## src/rtl/csa_mul_pkg.sv

```systemverilog
package csa_mul_pkg;

   // Rows left after one level of 3:2 reduction: each full group of three rows
   // becomes two, and leftover rows pass through unchanged.
   function automatic int next_rows(input int n);
      return (n / 3) * 2 + (n % 3);
   endfunction

   // Row count entering tree level lvl, starting from n0 partial products.
   function automatic int level_rows(input int n0, input int lvl);
      int n;
      n = n0;
      for (int i = 0; i < lvl; i++) n = next_rows(n);
      return n;
   endfunction

   // Number of reduction levels needed to reach two rows.
   function automatic int num_levels(input int n0);
      int n;
      int k;
      n = n0;
      k = 0;
      while (n > 2) begin
         n = next_rows(n);
         k++;
      end
      return k;
   endfunction

endpackage

```

## src/rtl/csa_mul_cell.sv

```systemverilog
module csa_mul_cell #(
   parameter int W = 16
) (
   input  logic [W-1:0] x,
   input  logic [W-1:0] y,
   input  logic [W-1:0] z,
   output logic [W-1:0] s,
   output logic [W-1:0] c
);
   // Bitwise full adders. There is no carry chain: each carry moves to the
   // next weight as a separate row.
   always_comb begin
      s = x ^ y ^ z;
      c = ((x & y) | (x & z) | (y & z)) << 1;
   end
endmodule

```

## src/rtl/csa_mul_pp.sv

```systemverilog
module csa_mul_pp #(
   parameter int A_W = 8,
   parameter int B_W = 8,
   parameter int W   = A_W + B_W
) (
   input  logic                    clk,
   input  logic                    rst_n,
   input  logic                    v_i,
   input  logic [A_W-1:0]          a_i,
   input  logic [B_W-1:0]          b_i,
   output logic                    v_o,
   output logic [B_W-1:0][W-1:0]   rows_o
);
   logic [B_W-1:0][W-1:0] rows_d;
   logic [W-1:0]          a_ext;

   assign a_ext = {{(W-A_W){1'b0}}, a_i};

   for (genvar i = 0; i < B_W; i++) begin : g_row
      assign rows_d[i] = b_i[i] ? (a_ext << i) : '0;
   end

   always_ff @(posedge clk or negedge rst_n) begin
      if (!rst_n) begin
         v_o    <= 1'b0;
         rows_o <= '0;
      end else begin
         v_o    <= v_i;
         rows_o <= rows_d;
      end
   end

   a_r2_pp_valid: assert property (@(posedge clk) disable iff (!rst_n)
      v_o == $past(v_i));

   for (genvar i = 0; i < B_W; i++) begin : g_chk
      a_r6_row_bits: assert property (@(posedge clk) disable iff (!rst_n)
         v_o |-> ($countones(rows_o[i]) ==
                  ($past(b_i[i]) ? $countones($past(a_i)) : 0)));
   end
endmodule

```

## src/rtl/csa_mul_level.sv

```systemverilog
module csa_mul_level #(
   parameter int W    = 16,
   parameter int ROWS = 8,
   parameter int N_IN = 8
) (
   input  logic                    clk,
   input  logic                    rst_n,
   input  logic                    v_i,
   input  logic [ROWS-1:0][W-1:0]  rows_i,
   output logic                    v_o,
   output logic [ROWS-1:0][W-1:0]  rows_o
);
   localparam int N_GRP = N_IN / 3;
   localparam int N_REM = N_IN % 3;
   localparam int N_OUT = N_GRP * 2 + N_REM;

   if (N_IN < 3 || N_IN > ROWS) begin : g_bad_rows
      $error("csa_mul_level: N_IN must be in 3..ROWS");
   end

   logic [ROWS-1:0][W-1:0] rows_d;

   for (genvar g = 0; g < N_GRP; g++) begin : g_csa
      csa_mul_cell #(.W(W)) u_cell (
         .x (rows_i[3*g]),
         .y (rows_i[3*g+1]),
         .z (rows_i[3*g+2]),
         .s (rows_d[2*g]),
         .c (rows_d[2*g+1])
      );
   end

   for (genvar r = 0; r < N_REM; r++) begin : g_pass
      assign rows_d[2*N_GRP+r] = rows_i[3*N_GRP+r];
   end

   for (genvar r = N_OUT; r < ROWS; r++) begin : g_zero
      assign rows_d[r] = '0;
   end

   always_ff @(posedge clk or negedge rst_n) begin
      if (!rst_n) begin
         v_o    <= 1'b0;
         rows_o <= '0;
      end else begin
         v_o    <= v_i;
         rows_o <= rows_d;
      end
   end

   function automatic logic [W-1:0] row_total(input logic [ROWS-1:0][W-1:0] r);
      logic [W-1:0] t;
      t = '0;
      for (int i = 0; i < ROWS; i++) t = t + r[i];
      return t;
   endfunction

   a_r2_level_valid: assert property (@(posedge clk) disable iff (!rst_n)
      v_o == $past(v_i));

   a_r7_sum_kept: assert property (@(posedge clk) disable iff (!rst_n)
      v_o |-> (row_total(rows_o) == $past(row_total(rows_i))));
endmodule

```

## src/rtl/csa_mul_final.sv

```systemverilog
module csa_mul_final #(
   parameter int W = 16
) (
   input  logic                 clk,
   input  logic                 rst_n,
   input  logic                 v_i,
   input  logic [1:0][W-1:0]    rows_i,
   output logic                 v_o,
   output logic [W-1:0]         sum_o
);
   always_ff @(posedge clk or negedge rst_n) begin
      if (!rst_n) begin
         v_o   <= 1'b0;
         sum_o <= '0;
      end else begin
         v_o   <= v_i;
         sum_o <= rows_i[0] + rows_i[1];
      end
   end

   a_r2_final_valid: assert property (@(posedge clk) disable iff (!rst_n)
      v_o == $past(v_i));
endmodule

```

## src/rtl/csa_mul_top.sv

```systemverilog
module csa_mul_top #(
   parameter int A_W = 8,
   parameter int B_W = 8
) (
   input  logic               clk,
   input  logic               rst_n,
   input  logic               in_valid,
   input  logic [A_W-1:0]     a,
   input  logic [B_W-1:0]     b,
   output logic               out_valid,
   output logic [A_W+B_W-1:0] product
);
   localparam int PW   = A_W + B_W;
   localparam int NLEV = csa_mul_pkg::num_levels(B_W);
   localparam int LAT  = NLEV + 2;

   if (A_W < 1)  begin : g_bad_a $error("csa_mul_top: A_W must be at least 1"); end
   if (B_W < 2)  begin : g_bad_b $error("csa_mul_top: B_W must be at least 2"); end
   if (LAT > 16) begin : g_bad_l $error("csa_mul_top: tree too deep"); end

   logic [NLEV:0]          vld_s;
   logic [B_W-1:0][PW-1:0] rows_s [NLEV+1];

   csa_mul_pp #(.A_W(A_W), .B_W(B_W), .W(PW)) u_pp (
      .clk    (clk),
      .rst_n  (rst_n),
      .v_i    (in_valid),
      .a_i    (a),
      .b_i    (b),
      .v_o    (vld_s[0]),
      .rows_o (rows_s[0])
   );

   for (genvar l = 0; l < NLEV; l++) begin : g_lvl
      csa_mul_level #(
         .W    (PW),
         .ROWS (B_W),
         .N_IN (csa_mul_pkg::level_rows(B_W, l))
      ) u_level (
         .clk    (clk),
         .rst_n  (rst_n),
         .v_i    (vld_s[l]),
         .rows_i (rows_s[l]),
         .v_o    (vld_s[l+1]),
         .rows_o (rows_s[l+1])
      );
   end

   csa_mul_final #(.W(PW)) u_final (
      .clk    (clk),
      .rst_n  (rst_n),
      .v_i    (vld_s[NLEV]),
      .rows_i (rows_s[NLEV][1:0]),
      .v_o    (out_valid),
      .sum_o  (product)
   );

   // end-to-end value against the operands accepted LAT edges earlier.
   a_r1_product: assert property (@(posedge clk) disable iff (!rst_n)
      out_valid |-> (product == (PW'($past(a, LAT)) * PW'($past(b, LAT)))));

   // nothing valid at the output during reset.
   a_r4_reset_quiet: assert property (@(posedge clk)
      !rst_n |-> !out_valid);
endmodule

```

## config.mk

```make
export PLATFORM = sky130hd
export DESIGN_NAME = csa_mul_top
export DESIGN_NICKNAME = d
export VERILOG_FILES = /design/src/rtl/csa_mul_pkg.sv /design/src/rtl/csa_mul_cell.sv /design/src/rtl/csa_mul_pp.sv /design/src/rtl/csa_mul_level.sv /design/src/rtl/csa_mul_final.sv /design/src/rtl/csa_mul_top.sv
export SDC_FILE = /design/constraint.sdc
export NUM_CORES = 1
export LEC_CHECK = 0
export BUFFER_PORTS_ARGS = -buffer_cell sky130_fd_sc_hd__buf_4
export CAP_MARGIN = 15
export CORE_MARGIN = 5
export CORE_UTILIZATION = 38
export CTS_BUF_LIST = sky130_fd_sc_hd__clkbuf_4
export CTS_CLUSTER_DIAMETER = 40
export DETAILED_ROUTE_END_ITERATION = 6
export HOLD_SLACK_MARGIN = 0.05
export PLACE_DENSITY = 0.65
export SYNTH_ARGS = -nofsm -noshare
export SYNTH_HDL_FRONTEND = slang
export SYNTH_SLANG_ARGS = --single-unit
```

## constraint.sdc

```tcl
create_clock -name clk -period 2.5 [get_ports clk]
set_input_delay 0.625 -clock clk [delete_from_list [all_inputs] [get_ports clk]]
set_output_delay 0.625 -clock clk [all_outputs]
set_load 0.05 [all_outputs]
```

==> results.sh <==
export IMPL_synthCells=414
export IMPL_startpoint_type="register"
export IMPL_critPathCapture="u_final.sum_o[15]"
export IMPL_htreeDepth=2
export IMPL_worstReg2RegEnd="u_final.sum_o[15]"
export IMPL_power_switching_mw=2.42
export IMPL_wirelength_mm=10.8
export IMPL_clockBufferDepth=3
export IMPL_drt_iter0_markers=118
export IMPL_yosysSeqAreaShare=0.767
export IMPL_worst_hold_slack_ns=0.280
export IMPL_yosys_most_used_dff="dfrtp_1"
export IMPL_worst_setup_path_type="register to register"
export IMPL_critPathCaptureType="register"
export IMPL_synthTopCellsByArea="dfrtp_1 77%, fa_1 10%, and2_1 5.2%"
export IMPL_synth_most_common_cell="dfrtp_1"
export IMPL_p_sw_frac=0.272
export IMPL_grt_ovfl_total=0
export IMPL_wl_per_cell_um=13.2
export IMPL_synth_top_area_cell="dfrtp_1"
export IMPL_intPower_mw=6.50
export IMPL_synth_top_area_share=0.767
export IMPL_rsz0062_at_grt="false"
export IMPL_cellLeakagePower_nw=4.50
export IMPL_synth_edf_count=0
export IMPL_final_core_utilization=0.452
export IMPL_final_cells=816
export IMPL_fin_skew_ns=0.0177
export IMPL_worstSetupStartpoint="g_lvl[3].u_level.rows_o[21]"
export IMPL_required_ns=3.02
export IMPL_ir_drop_mv=0.377
export IMPL_gp_congestion=0.813
export IMPL_dp_hpwl_mm=7.23
export IMPL_grt_antenna_before_repair=1
export IMPL_max_stage_delay_ns=0.39
export IMPL_maxSlewViolCount=0
export IMPL_drc=0
export IMPL_power_density_nw_per_um2=982
export IMPL_clk_pin_slew_ns=0.06
export IMPL_num_rows=52
export IMPL_clkSinkCount=236
export IMPL_die_h_um=152
export IMPL_synthToLayoutAreaGrowth_pct=18.0
export IMPL_start_util=0.383
export IMPL_synthesis_area_um2=7700
export IMPL_cts_buffers=56
export IMPL_vias=3439
export IMPL_vias_per_cell=4.21
export IMPL_max_freq_mhz=537
export IMPL_worst_pin_slew_ns=0.556
export IMPL_power_frac_clock=0.323
export IMPL_drtPass1Iterations=4
export IMPL_detail_route_antenna_nets=0
export IMPL_finalSetupTns_ns=0
export IMPL_synth_fp_nets=497
export IMPL_dp_slack_ns=0.663
export IMPL_place_port_buffers=35
export IMPL_avgSynthCellArea_um2=18.6
export IMPL_layout_nets=596
export IMPL_placed_cells=723
export IMPL_min_period_over_period=0.745
export IMPL_postCtsSetupBuffers=0
export IMPL_ys_warn_count=0
export IMPL_grt_pass1_vias=4005
export IMPL_ioPinCount=36
export IMPL_finalSetupViolations=0
export IMPL_hold_viol=0
export IMPL_die_width_um=152
export IMPL_async_flop_share=1.00
export IMPL_worstPathMaxFanout=2
export IMPL_cp_arrival_ns=2.38
export IMPL_critical_path_slowest_cell="fa_1"
export IMPL_track_usage=0.102
export IMPL_grt_pass1_wl_mm=19.3
export IMPL_cpMostUsedCell="a21oi_1"
export IMPL_cts_tree="built"
export IMPL_yosys_register_bits=236
export IMPL_hold_buffers=2
export IMPL_worst_slack_ns=0.638
export IMPL_root_buffer="clkbuf_4"
export IMPL_status="finished clean"
export IMPL_drv_cap=0
export IMPL_power_frac_seq=0.513
export IMPL_rr_startpoint="g_lvl[3].u_level.rows_o[21]"
export IMPL_pwr_share_comb=0.163
export IMPL_cts_resized=0
export IMPL_ys_top_cells_by_count="236 x dfrtp_1, 64 x and2_1, 39 x fa_1, 25 x ha_1, 7 x inv_1"
export IMPL_min_period_ns=1.86
export IMPL_grt_max_degree=72
export IMPL_r2r_cells=8
export IMPL_ys_types=23
export IMPL_relSlewSlack=0.629
export IMPL_path_cells="ha_1 > inv_1 > fa_1 > nand2b_1 > a21oi_1 > nor2_1 > a21oi_1 > xor2_1"
export IMPL_rrSetupSlack_ns=0.64
export IMPL_core_area_um2=20100
export IMPL_clk_latency_ns=0.62
export IMPL_holdCritPathClass="primary input to register"
export IMPL_drive_gt1_frac=0.228
export IMPL_dieArea_um2=23200
sequential cells by signal, indices dropped and copies added, names as in the netlist:
| signal | count |
|---|---|
| g_lvl.u_level.rows_o | 150 |
| u_pp.rows_o | 64 |
| u_final.sum_o | 16 |
| g_lvl.u_level.v_o | 4 |
| u_final.v_o | 1 |
| u_pp.v_o | 1 |
power groups by stage:
stage          Sequential, mW  Clock [mW]  Combinational, mW
2_1_floorplan            4.98           0              0.599
3_3_place_gp             4.65           0               1.44
3_5_place_dp             4.66           0               1.48
4_1_cts                  4.59        3.02               1.49
5_1_grt                  4.64        3.23               1.63
6_report                 4.58        2.88               1.46
area by class of cell:
class / instances / area (um^2)
Sequential cell: 236 / 5910
Fill cell: 1722 / 11000
Antenna cell: 1 / 2.50
Multi-Input combinational cell: 171 / 1770
Clock buffer: 76 / 571
Inverter: 7 / 26.3
Clock inverter: 14 / 106
Tap cell: 270 / 338
Timing Repair Buffer: 41 / 370
logic make-up after synthesis:
family / count (synthesis) / share of synthesized area
and+or+nand+nor: 83 / 0.0640
buffers and inverters: 7 / 0.00341
DFF: 236 / 0.767
AOI/OAI and AO/OA: 15 / 0.0132
xor gates and xnor gates: 9 / 0.0102
adders and majority gates: 64 / 0.142
cells in the final DEF, fill, tap and decap left out:
cell	netlist	layout
buf_12	0	4
buf_8	0	1
nand3_2	1	1
a21oi_2	2	2
dlygate4sd3_1	0	2
and3_1	1	1
and2_1	64	64
fa_1	39	39
dfrtp_1	236	236
a21oi_1	6	6
inv_1	7	7
o31ai_1	1	1
nor3_1	2	2
clkinv_1	0	10
a21o_1	1	1
nand2b_1	1	1
inv_2	0	1
clkbuf_4	0	76
nand3_1	4	4
buf_4	0	34
o21a_1	1	1
xor2_1	4	4
xnor2_1	5	5
or2_2	1	1
nor2_1	3	3
diode_2	0	1
clkinv_2	0	1
ha_1	25	25
bufinv_16	0	2
nand2_1	6	6
o21ai_0	2	2
o2111ai_2	1	1
a31oi_1	1	1
worst min path at each step:
stage | cells after the start | start | to
floorplan | 0 | rst_n | g_lvl[0].u_level.rows_o[0]
global placement | 0 | u_pp.rows_o[119] | g_lvl[0].u_level.rows_o[87]
detailed placement | 0 | u_pp.rows_o[107] | g_lvl[0].u_level.rows_o[75]
CTS | 2 | a[0] | u_pp.rows_o[51]
global route | 2 | a[0] | u_pp.rows_o[51]
finish | 2 | a[0] | u_pp.rows_o[51]
routing by layer:
metal  vias to the layer above  track usage  wire length, um
li1                       1551            -                -
met1                      1801        0.126             4610
met2                        69        0.165             5540
met3                        18       0.0327              448
met4                         0       0.0467              199
met5                         -            0                0
through the flow:
stage,area (um^2),power [mW]
finish,9090,8.92
global route,9090,9.50
global placement,8390,6.09
floorplan,7700,5.58
CTS,9080,9.10
detailed placement,8390,6.14
critical path, delay by kind of cell, from the launching register on:
family	cells	cell delay (ns)
fa+ha+maj	2	0.56
compound gates	2	0.39
flops	1	0.33
simple gates	2	0.24
xor+xnor	1	0.18
buf+inv	1	0.06
No activity file was read; power rests on OpenSTA's default activity.
